--- src/rtl/iasc_pkg.sv ---
package iasc_pkg;

   typedef enum logic [1:0] {
      FAM_ARITH = 2'd0,
      FAM_CMP   = 2'd1,
      FAM_LANE  = 2'd2,
      FAM_NONE  = 2'd3
   } fam_e;

   typedef enum logic [2:0] {
      CMP_EQ  = 3'd0,
      CMP_SLE = 3'd1,
      CMP_SLT = 3'd2,
      CMP_ULE = 3'd3,
      CMP_ULT = 3'd4
   } cmp_e;

   typedef struct packed {
      fam_e       fam;
      logic       is_long;
      logic       is_sub;
      logic [1:0] shamt;
      logic       trap;
      cmp_e       cmp;
   } dec_t;

endpackage

--- src/rtl/iasc_decode.sv ---
module iasc_decode
   import iasc_pkg::*;
#(
   parameter int FUNC_W = 7
) (
   input  logic [FUNC_W-1:0] func_i,
   output dec_t              dec_o
);

   if (FUNC_W < 7) begin : g_chk_w
      $error("iasc_decode: FUNC_W must be at least 7");
   end

   function automatic dec_t arith(input logic lng, input logic sub,
                                  input logic [1:0] sh, input logic trp);
      dec_t d;
      d.fam     = FAM_ARITH;
      d.is_long = lng;
      d.is_sub  = sub;
      d.shamt   = sh;
      d.trap    = trp;
      d.cmp     = CMP_EQ;
      return d;
   endfunction

   function automatic dec_t cmpop(input cmp_e c);
      dec_t d;
      d.fam     = FAM_CMP;
      d.is_long = 1'b0;
      d.is_sub  = 1'b0;
      d.shamt   = 2'd0;
      d.trap    = 1'b0;
      d.cmp     = c;
      return d;
   endfunction

   always_comb begin
      dec_o = cmpop(CMP_EQ);
      dec_o.fam = FAM_NONE;
      case (func_i)
         // plain add / subtract
         7'h00: dec_o = arith(1'b1, 1'b0, 2'd0, 1'b0);
         7'h20: dec_o = arith(1'b0, 1'b0, 2'd0, 1'b0);
         7'h09: dec_o = arith(1'b1, 1'b1, 2'd0, 1'b0);
         7'h29: dec_o = arith(1'b0, 1'b1, 2'd0, 1'b0);
         // trapping
         7'h40: dec_o = arith(1'b1, 1'b0, 2'd0, 1'b1);
         7'h60: dec_o = arith(1'b0, 1'b0, 2'd0, 1'b1);
         7'h49: dec_o = arith(1'b1, 1'b1, 2'd0, 1'b1);
         7'h69: dec_o = arith(1'b0, 1'b1, 2'd0, 1'b1);
         // scaled by 4
         7'h02: dec_o = arith(1'b1, 1'b0, 2'd2, 1'b0);
         7'h22: dec_o = arith(1'b0, 1'b0, 2'd2, 1'b0);
         7'h0b: dec_o = arith(1'b1, 1'b1, 2'd2, 1'b0);
         7'h2b: dec_o = arith(1'b0, 1'b1, 2'd2, 1'b0);
         // scaled by 8
         7'h12: dec_o = arith(1'b1, 1'b0, 2'd3, 1'b0);
         7'h32: dec_o = arith(1'b0, 1'b0, 2'd3, 1'b0);
         7'h1b: dec_o = arith(1'b1, 1'b1, 2'd3, 1'b0);
         7'h3b: dec_o = arith(1'b0, 1'b1, 2'd3, 1'b0);
         // compares
         7'h2d: dec_o = cmpop(CMP_EQ);
         7'h6d: dec_o = cmpop(CMP_SLE);
         7'h4d: dec_o = cmpop(CMP_SLT);
         7'h3d: dec_o = cmpop(CMP_ULE);
         7'h1d: dec_o = cmpop(CMP_ULT);
         7'h0f: begin
            dec_o = cmpop(CMP_EQ);
            dec_o.fam = FAM_LANE;
         end
         default: ;
      endcase
   end


   always_comb begin
      if (dec_o.trap) begin
         trap_arith_chk: assert (dec_o.fam == FAM_ARITH && dec_o.shamt == 2'd0);
      end
   end

endmodule

--- src/rtl/iasc_arith.sv ---
module iasc_arith #(
   parameter int DATA_W = 64,
   parameter int LONG_W = 32
) (
   input  logic [DATA_W-1:0] a_i,
   input  logic [DATA_W-1:0] b_i,
   input  logic              is_long_i,
   input  logic              is_sub_i,
   input  logic [1:0]        shamt_i,
   output logic [DATA_W-1:0] res_o,
   output logic              ovf_o
);

   localparam int EXT_W = DATA_W - LONG_W;

   if (LONG_W >= DATA_W || LONG_W < 2) begin : g_chk_w
      $error("iasc_arith: LONG_W must be between 2 and DATA_W-1");
   end

   logic [DATA_W-1:0] a_sh;
   logic [DATA_W-1:0] b_inv;
   logic [DATA_W-1:0] sum;
   logic              a_s, b_s, r_s;

   always_comb begin
      a_sh  = a_i << shamt_i;
      b_inv = is_sub_i ? ~b_i : b_i;
      sum   = a_sh + b_inv + {{(DATA_W-1){1'b0}}, is_sub_i};
   end

   always_comb begin
      if (is_long_i) begin
         a_s = a_sh[LONG_W-1];
         b_s = b_i[LONG_W-1];
         r_s = sum[LONG_W-1];
         res_o = {{EXT_W{sum[LONG_W-1]}}, sum[LONG_W-1:0]};
      end else begin
         a_s = a_sh[DATA_W-1];
         b_s = b_i[DATA_W-1];
         r_s = sum[DATA_W-1];
         res_o = sum;
      end
      ovf_o = (r_s != a_s) && (is_sub_i ? (a_s != b_s) : (a_s == b_s));
   end


   always_comb begin
      if (is_long_i) begin
         long_sext_chk: assert (res_o[DATA_W-1:LONG_W] == {EXT_W{res_o[LONG_W-1]}});
      end
   end

endmodule

--- src/rtl/iasc_compare.sv ---
module iasc_compare
   import iasc_pkg::*;
#(
   parameter int DATA_W = 64
) (
   input  logic [DATA_W-1:0] a_i,
   input  logic [DATA_W-1:0] b_i,
   input  cmp_e              sel_i,
   output logic              hit_o
);

   logic eq, ult, slt;

   always_comb begin
      eq  = (a_i == b_i);
      ult = (a_i < b_i);
      slt = (a_i[DATA_W-1] != b_i[DATA_W-1]) ? a_i[DATA_W-1] : ult;
      case (sel_i)
         CMP_EQ:  hit_o = eq;
         CMP_SLE: hit_o = slt | eq;
         CMP_SLT: hit_o = slt;
         CMP_ULE: hit_o = ult | eq;
         CMP_ULT: hit_o = ult;
         default: hit_o = 1'b0;
      endcase
   end


   always_comb begin
      if (eq) begin
         eq_not_less_chk: assert (!ult && !slt);
      end
   end

endmodule

--- src/rtl/iasc_lane_cmp.sv ---
module iasc_lane_cmp #(
   parameter int DATA_W = 64,
   parameter int LANE_W = 8
) (
   input  logic [DATA_W-1:0] a_i,
   input  logic [DATA_W-1:0] b_i,
   output logic [DATA_W-1:0] mask_o
);

   localparam int LANES = DATA_W / LANE_W;

   if (DATA_W % LANE_W != 0) begin : g_chk_lane
      $error("iasc_lane_cmp: DATA_W must be a multiple of LANE_W");
   end
   if (LANES > DATA_W) begin : g_chk_cnt
      $error("iasc_lane_cmp: too many lanes");
   end

   logic [LANES-1:0] ge;

   for (genvar i = 0; i < LANES; i++) begin : g_lane
      assign ge[i] = a_i[i*LANE_W +: LANE_W] >= b_i[i*LANE_W +: LANE_W];
   end

   assign mask_o = {{(DATA_W-LANES){1'b0}}, ge};


   always_comb begin
      lane_upper_chk: assert (mask_o[DATA_W-1:LANES] == '0);
   end

endmodule

--- src/rtl/iasc_top.sv ---
module iasc_top
   import iasc_pkg::*;
#(
   parameter int DATA_W = 64,
   parameter int LONG_W = 32,
   parameter int LANE_W = 8,
   parameter int FUNC_W = 7
) (
   input  logic [DATA_W-1:0] op_a_i,
   input  logic [DATA_W-1:0] op_b_i,
   input  logic [FUNC_W-1:0] func_i,
   output logic [DATA_W-1:0] result_o,
   output logic              ovf_o,
   output logic              illegal_o
);

   dec_t              dec;
   logic [DATA_W-1:0] arith_res;
   logic              arith_ovf;
   logic              cmp_hit;
   logic [DATA_W-1:0] lane_mask;

   iasc_decode #(.FUNC_W(FUNC_W)) u_dec (
      .func_i (func_i),
      .dec_o  (dec)
   );

   iasc_arith #(.DATA_W(DATA_W), .LONG_W(LONG_W)) u_arith (
      .a_i       (op_a_i),
      .b_i       (op_b_i),
      .is_long_i (dec.is_long),
      .is_sub_i  (dec.is_sub),
      .shamt_i   (dec.shamt),
      .res_o     (arith_res),
      .ovf_o     (arith_ovf)
   );

   iasc_compare #(.DATA_W(DATA_W)) u_cmp (
      .a_i   (op_a_i),
      .b_i   (op_b_i),
      .sel_i (dec.cmp),
      .hit_o (cmp_hit)
   );

   iasc_lane_cmp #(.DATA_W(DATA_W), .LANE_W(LANE_W)) u_lane (
      .a_i    (op_a_i),
      .b_i    (op_b_i),
      .mask_o (lane_mask)
   );

   always_comb begin
      result_o  = '0;
      ovf_o     = 1'b0;
      illegal_o = 1'b0;
      case (dec.fam)
         FAM_ARITH: begin
            result_o = arith_res;
            ovf_o    = dec.trap & arith_ovf;
         end
         FAM_CMP:  result_o = {{(DATA_W-1){1'b0}}, cmp_hit};
         FAM_LANE: result_o = lane_mask;
         default:  illegal_o = 1'b1;
      endcase
   end


   always_comb begin
      if (illegal_o) begin
         illegal_quiet_chk: assert (result_o == '0 && !ovf_o);
      end
   end


   always_comb begin
      if (ovf_o) begin
         ovf_trap_only_chk: assert (dec.trap && !illegal_o);
      end
   end


   always_comb begin
      if (dec.fam == FAM_CMP) begin
         cmp_bool_chk: assert (result_o[DATA_W-1:1] == '0);
      end
   end

endmodule

--- config.mk ---
export PLATFORM = sky130hd
export DESIGN_NAME = iasc_top
export DESIGN_NICKNAME = d
export VERILOG_FILES = /design/src/rtl/iasc_pkg.sv /design/src/rtl/iasc_decode.sv /design/src/rtl/iasc_arith.sv /design/src/rtl/iasc_compare.sv /design/src/rtl/iasc_lane_cmp.sv /design/src/rtl/iasc_top.sv
export SDC_FILE = /design/constraint.sdc
export NUM_CORES = 1
export LEC_CHECK = 0
export ABC_AREA = 1
export BUFFER_PORTS_ARGS = -buffer_cell sky130_fd_sc_hd__buf_2
export CAP_MARGIN = 20
export CORE_ASPECT_RATIO = 0.6
export CORE_MARGIN = 5
export CORE_UTILIZATION = 53
export DETAILED_ROUTE_END_ITERATION = 8
export PLACE_DENSITY = 0.93
export SETUP_SLACK_MARGIN = 0.15
export SYNTH_ARGS = -nofsm -noshare
export SYNTH_HDL_FRONTEND = slang
export SYNTH_SLANG_ARGS = --single-unit
--- constraint.sdc ---
create_clock -name vclk -period 5.9
set_clock_uncertainty 0.2 [all_clocks]
set_input_delay 1.18 -clock vclk [all_inputs]
set_output_delay 1.18 -clock vclk [all_outputs]
set_load 0.05 [all_outputs]
==> results of run 1 <==
## layer usage
layer	GRT overflow	global-route usage
met1	8	0.8188
met2	90	0.9198
met3	5	0.7679
met4	69	0.8258
met5	0	0.6146
## kinds of logic after synthesis
group	after synthesis	synth area share
simple gates	608	0.2757
compound gates	483	0.2943
buf+inv	355	0.1508
fa+ha+maj	134	0.1870
xor+xnor	94	0.09226
## timing repair
item / 4_1_cts
endpoints found under the setup margin: 49
gates resized for setup: 359
gates cloned: 7
pin swaps: 119
buffers inserted: 54
hold endpoints to repair: 0
## cell usage after synthesis, types with 5 or more instances
library cell / n / area share
nor4_1: 8 / 0.0056
nor2_1: 167 / 0.070
o21bai_1: 8 / 0.0067
nand4_1: 11 / 0.0076
or2_2: 5 / 0.0035
inv_1: 311 / 0.13
o21ai_1: 7 / 0.0039
clkbuf_1: 29 / 0.012
nor3_1: 12 / 0.0067
buf_1: 8 / 0.0033
o211ai_1: 5 / 0.0042
a21oi_1: 174 / 0.097
a21o_1: 17 / 0.014
nand2_2: 8 / 0.0056
xnor2_1: 14 / 0.014
xor2_1: 79 / 0.077
nand3_1: 43 / 0.024
ha_1: 133 / 0.18
nand2_1: 345 / 0.14
a31oi_1: 20 / 0.014
o21a_1: 8 / 0.0067
a211oi_1: 5 / 0.0042
o21ai_0: 215 / 0.12
## stage by stage
stage          hold WS (ns)  setup WS [ns]  utilization  cells  setup TNS, ns
4_1_cts               2.824        0.02141       0.8816   2407              0
3_5_place_dp          2.856        -0.5228       0.7715   2346         -10.30
3_3_place_gp          2.826        -0.3113       0.7715   2346         -3.277
2_1_floorplan         2.479        0.08896            -   1674              0
==> flow_summary.toml, run 1 <==
[run_status]
status = "stopped before the end"
haltStage = "global routing (5_1_grt)"
error = "[ERROR GRT-0232] Routing congestion too high. Check the congestion heatmap in the GUI."

[place]
dp_hpwl_mm = 36.70
place_congestion = 1.185
place_area_um2 = 12680
port_buffers = 201

[floorplanning]
pin_count = 201
start_util = 0.5477
rows = 36
dieWidth_um = 178.3
dieHeight_um = 111.0

[logic_synthesis]
yosys.cell_types.count = 47
synth_fp_nets = 1943
avgSynthCellArea_um2 = 5.379
yosysWarnings = 0
synthCells = 1674
syn-cell-area_um2 = 9005
synth_seq_area_share = 0

[cts]
holdBufCountCts = 0

[global_route]
grt_max_degree = 29
overflow = 172
track_usage = 0.8319
==> run 2, diff against run 1 <==
CORE_ASPECT_RATIO = not set   (was 0.6)
CORE_UTILIZATION = 40   (was 53)
PLACE_DENSITY = not set   (was 0.93)
PLACE_DENSITY_LB_ADDON = 0.15   (was not set)
SETUP_SLACK_MARGIN = not set   (was 0.15)
clock period = 7.7 ns   (was 5.9 ns; I/O delays follow)
==> flow_summary.toml, run 2 <==
[run_status]
status = "complete, no violations"

[final_layout]
seq_cells = 0
syn_to_final_growth_pct = 15.42
drive_gt1_frac = 0.1356
nClkBuffers = 0
final_nets = 2122
layout_commonest_cell = "nand2_1"
layout_common_cells = "nand2_1, inv_1, o21ai_0"
diodes = 0
seq_area_um2 = 0

[logic_synthesis]
synth_fp_nets = 1943
synthCells = 1674
synth_area_leaders = "ha_1, nand2_1, inv_1"
yosysWarnings = 0
yosysTopAreaCellShare = 0.1848
yosysMostFrequentCell = "nand2_1"
syn-cell-area_um2 = 9005
synth.top_cells.by_count = "nand2_1, inv_1, o21ai_0"
synth_seq_area_share = 0
yosys.cell_types.count = 47
avgSynthCellArea_um2 = 5.379
synth_largest_area_cell = "ha_1"

[global_route]
grt_max_degree = 70
grt_pass1_vias = 10629
antenna_found_initial = 1
overflow = 0
grt_pass1_wl_mm = 56.80
track_usage = 0.2696

[timing]
tightest_slew_ns = 0.7656
maxClockFrequency_mhz = 134.0
hold_viol_final = 0
rsz0062_at_grt = "false"
timing.setup.tns_ns = 0
worst_slack_ns = 0.2381
slew-limit-headroom = 0.4890
setup_viol = 0
min_period_ns = 7.462
slew_violations = 0
period_share = 0.9691

[power]
power.density_nw_per_um2 = 99.01
irDropWorstVdd_v = 0.00003363
power.total_mw = 1.029
power_leakage_nw = 5.770

[routing]
post_drt_wl_per_cell_um = 17.26
drt-initial-drc-count = 1059
vias_per_cell = 5.351
drc_errors = 0
drtPass1Iterations = 5
antenna_left = 0
drt-total-wl_mm = 36.86
num_vias = 11429

[worst_setup_path]
cp-startpoint = "func_i[4]"
cp_slowest_cell = "nor4_1"
cp-end-kind = "output port"
cpPeakStageDelay_ns = 0.58
startpoint_type = "primary input"
required_ns = 5.96
crit_chain = "buf_2, inv_2, nor2_2, nand3_1, nand2_2, clkinv_1, buf_4, nand2_1, o21ai_0, nand2_1, o21ai_0, ha_1, nand2_1, nor2_1, inv_1, nor4_1, and3_1, nand2_1, nand3_1, nand3_1, nand2_1, nor2_1, nor2_1, buf_2"
crit_arrival_ns = 5.72
crit_fanout = 11
path_class = "in -> out"
worst_path_most_repeated_cell = "nand2_1"

[floorplanning]
dieHeight_um = 160.0
dieArea_um2 = 25610
pin_count = 201
start_util = 0.4014
core-area_um2 = 22430
dieWidth_um = 160.0
rows = 55

[place]
place_ws_ns = 0.2931
place_congestion = 1.024
port_buffers = 201
dp_hpwl_mm = 32.37

[run]
cap_violations = 0

[cts]
holdBufCountCts = 0
cts_setup_buffers = 0

[worst_hold_path]
holdPathEnd = "ovf_o"
hold_depth = 6
holdCritPathClass = "in -> out"
min-delay-start = "func_i[4]"
## run 2: repair_timing
| action | in CTS | in global routing |
|---|---|---|
| resized for setup | 0 | 6 |
| endpoints found under the hold margin | 0 | 0 |
| setup endpoints to repair | 0 | 9 |
## run 2: how the worst max path moves through the flow
stage,end
6_report,ovf_o
5_1_grt,ovf_o
4_1_cts,result_o[44]
3_5_place_dp,result_o[58]
3_3_place_gp,result_o[42]
2_1_floorplan,result_o[36]
## run 2: layer usage
layer  wire length (µm)  track usage
met5                  7            0
met3               3223      0.03716
met2              15110       0.4133
met4                222      0.01330
met1              18300       0.4174
## run 2: worst max-delay path: cells and delay by family
family | cells | cell delay [ns]
simple gates | 15 | 2.48
buf+inv | 6 | 1.07
compound gates | 2 | 0.22
fa+ha+maj | 1 | 0.42
## run 2: cell type report
cell class                 count  area (µm²)
multi-input combinational   1319        7680
inverter                     313        1175
tap                          285       356.6
fill                        2546       12040
timing repair buffer         219        1182
## run 2: kinds of logic after synthesis
| kind of cell | after synthesis | share of synthesized area |
|---|---|---|
| buffers and inverters | 355 | 0.1508 |
| xor gates and xnor gates | 94 | 0.09226 |
| AOI/OAI and AO/OA | 483 | 0.2943 |
| adders and majority gates | 134 | 0.1870 |
| and+or+nand+nor | 608 | 0.2757 |
## run 2: where the power goes
group | switching, mW | internal (mW) | leakage [nW]
sequential | 0 | 0 | 0
clock | 0 | 0 | 0
combinational | 0.702 | 0.327 | 5.77
## run 2: stage by stage
| stage | hold slack, ns | utilization | cells | instance area (µm²) |
|---|---|---|---|---|
| 6_report | 3.530 | 0.4633 | 2136 | 10390 |
| 5_1_grt | 3.573 | 0.4633 | 2136 | 10390 |
| 4_1_cts | 3.525 | 0.4625 | 2136 | 10380 |
| 3_5_place_dp | 3.518 | 0.4625 | 2136 | 10380 |
| 3_3_place_gp | 3.525 | 0.4625 | 2136 | 10380 |
| 2_1_floorplan | 3.255 | - | 1674 | 9005 |
Note: power is estimated with default switching activity, not from simulation.
==> run 3, diff against run 2 <==
CORE_UTILIZATION = 44   (was 40)
MAX_ROUTING_LAYER = met4   (was not set)
SYNTH_HIERARCHICAL = 1   (was not set)
==> flow_summary.toml, run 3 <==
[run_status]
status = "complete, no violations"

[power]
irDropWorstVdd_v = 0.00003434
power.density_nw_per_um2 = 90.51
power_leakage_nw = 7.641
power.total_mw = 1.210

[final_layout]
syn_to_final_growth_pct = 10.16
final_nets = 2598
final_core_util = 0.4948
seq_area_um2 = 0
nClkBuffers = 0
multi_input_area_um2 = 10360
stdcell_area_um2 = 13370
fillCellCount = 3037
drive_gt1_frac = 0.1256
layout_common_cells = "nand2_1, inv_1, buf_2"
seq_cells = 0
layout_commonest_cell = "nand2_1"

[logic_synthesis]
synth_area_leaders = "ha_1, nand2_1, inv_1"
yosysMostFrequentCell = "nand2_1"
yosysTopAreaCellShare = 0.1959
synth_seq_area_share = 0
synth.top_cells.by_count = "nand2_1, inv_1, ha_1"
yosysWarnings = 6
synthCells = 2096
yosys.cell_types.count = 55
synth_largest_area_cell = "ha_1"
syn-cell-area_um2 = 12140
avgSynthCellArea_um2 = 5.791

[global_route]
grt_pass1_wl_mm = 69.97
grt_max_degree = 68
grt_pass1_vias = 12969
overflow = 0
antenna_found_initial = 3
track_usage = 0.2836

[floorplanning]
dieWidth_um = 176.1
core-area_um2 = 27030
dieArea_um2 = 31010
start_util = 0.4491
pin_count = 201
dieHeight_um = 176.1
rows = 60

[worst_hold_path]
holdCritPathClass = "in -> out"
min-delay-start = "func_i[4]"

[worst_setup_path]
cp-end-kind = "output port"
crit_arrival_ns = 5.69
cp-startpoint = "func_i[3]"
required_ns = 5.96
path_class = "in -> out"
crit_fanout = 29
startpoint_type = "primary input"

[timing]
rsz0062_at_grt = "false"
setup_viol = 0
timing.setup.tns_ns = 0
period_share = 0.9645
maxClockFrequency_mhz = 134.6
hold_viol_final = 0
tightest_slew_ns = 0.8425
slew-limit-headroom = 0.4375
min_period_ns = 7.427
slew_violations = 0

[place]
dp_hpwl_mm = 38.74
port_buffers = 201
place_congestion = 0.9866
place_area_um2 = 13330

[routing]
drt-initial-drc-count = 1081
drtPass1Iterations = 6
drt-total-wl_mm = 44.28
num_vias = 13564
vias_per_cell = 5.189
drc_errors = 0
antenna_left = 0
post_drt_wl_per_cell_um = 16.94

[run]
cap_violations = 0

[cts]
holdBufCountCts = 0
[run 3: cell types whose count changed after synthesis, sizes merged, moves of 10 or more]
cell | previous run | this run
nand2 | 356 | 555
o21ai | 222 | 92
mux2i | 0 | 108
nand3 | 44 | 143
buf | 12 | 99
ha | 133 | 190
a21oi | 174 | 136
inv | 312 | 342
clkbuf | 30 | 7
nor2 | 170 | 187
a31oi | 24 | 11
o21bai | 8 | 19
xor2 | 79 | 89
[run 3: worst paths after layout]
check	to	slack [ns]	cells after the start
min	ovf_o	3.49	7
max	result_o[44]	0.27	21
[run 3: cells by family after synthesis]
group	after synthesis	share of synthesized area
compound gates	312	0.1491
xor+xnor	98	0.07226
fa+ha+maj	191	0.1975
buf+inv	451	0.1662
mux	108	0.08906
other cells	1	0.0003089
simple gates	935	0.3256
[run 3: cell type report]
| class | instances | area share |
|---|---|---|
| multi-input cells | 1700 | 0.7751 |
| inverters | 345 | 0.09722 |
| repair buffers | 225 | 0.09526 |
| well taps | 341 | 0.03191 |
| diodes | 3 | 0.0005614 |
[run 3: timing repair]
item                       in CTS  in global routing
buffers inserted                0                  2
resized for setup               0                  2
hold endpoints to repair        0                  0
setup endpoints to repair       0                 33
[run 3: metrics by stage]
stage,hold WS (ns),setup WS [ns],cells
floorplan,3.232,0.1875,2151
global placement,3.462,0.2338,2609
detailed placement,3.478,0.2927,2609
CTS,3.481,0.2645,2609
global route,3.534,0.01874,2614
finish,3.492,0.2733,2614
[run 3: worst max-delay path, stage by stage]
cell and delay (ns):
buf_2 0.11, nor2_1 0.20, nand3_1 0.18, a21oi_4 0.21
buf_12 0.15, buf_12 0.21, mux2i_1 0.34, mux2i_1 0.12
ha_1 0.40, a21oi_1 0.31, a21boi_1 0.20, nand2_1 0.18
a21boi_2 0.36, o21ai_1 0.25, a21o_1 0.24, a21oi_1 0.13
o21ai_1 0.09, nand2_1 0.06, nand2_1 0.05, nand2_1 0.07
buf_2 0.25
[run 3: report_power, final]
part	switching [mW]	internal (mW)	leakage, nW
sequential	0	0	0
combinational	0.814	0.396	7.64
clock	0	0.0000000521	0.0000190
total	0.814	0.396	7.64
[run 3: routing by layer]
metal  vias to the layer above  GRT usage  part of all wire
li1                       7024          -                 -
met1                      6098     0.4180              0.50
met2                       422     0.4472              0.43
met3                        20    0.01713             0.060
met4                         0    0.01787            0.0076
met5                         -          -                 0
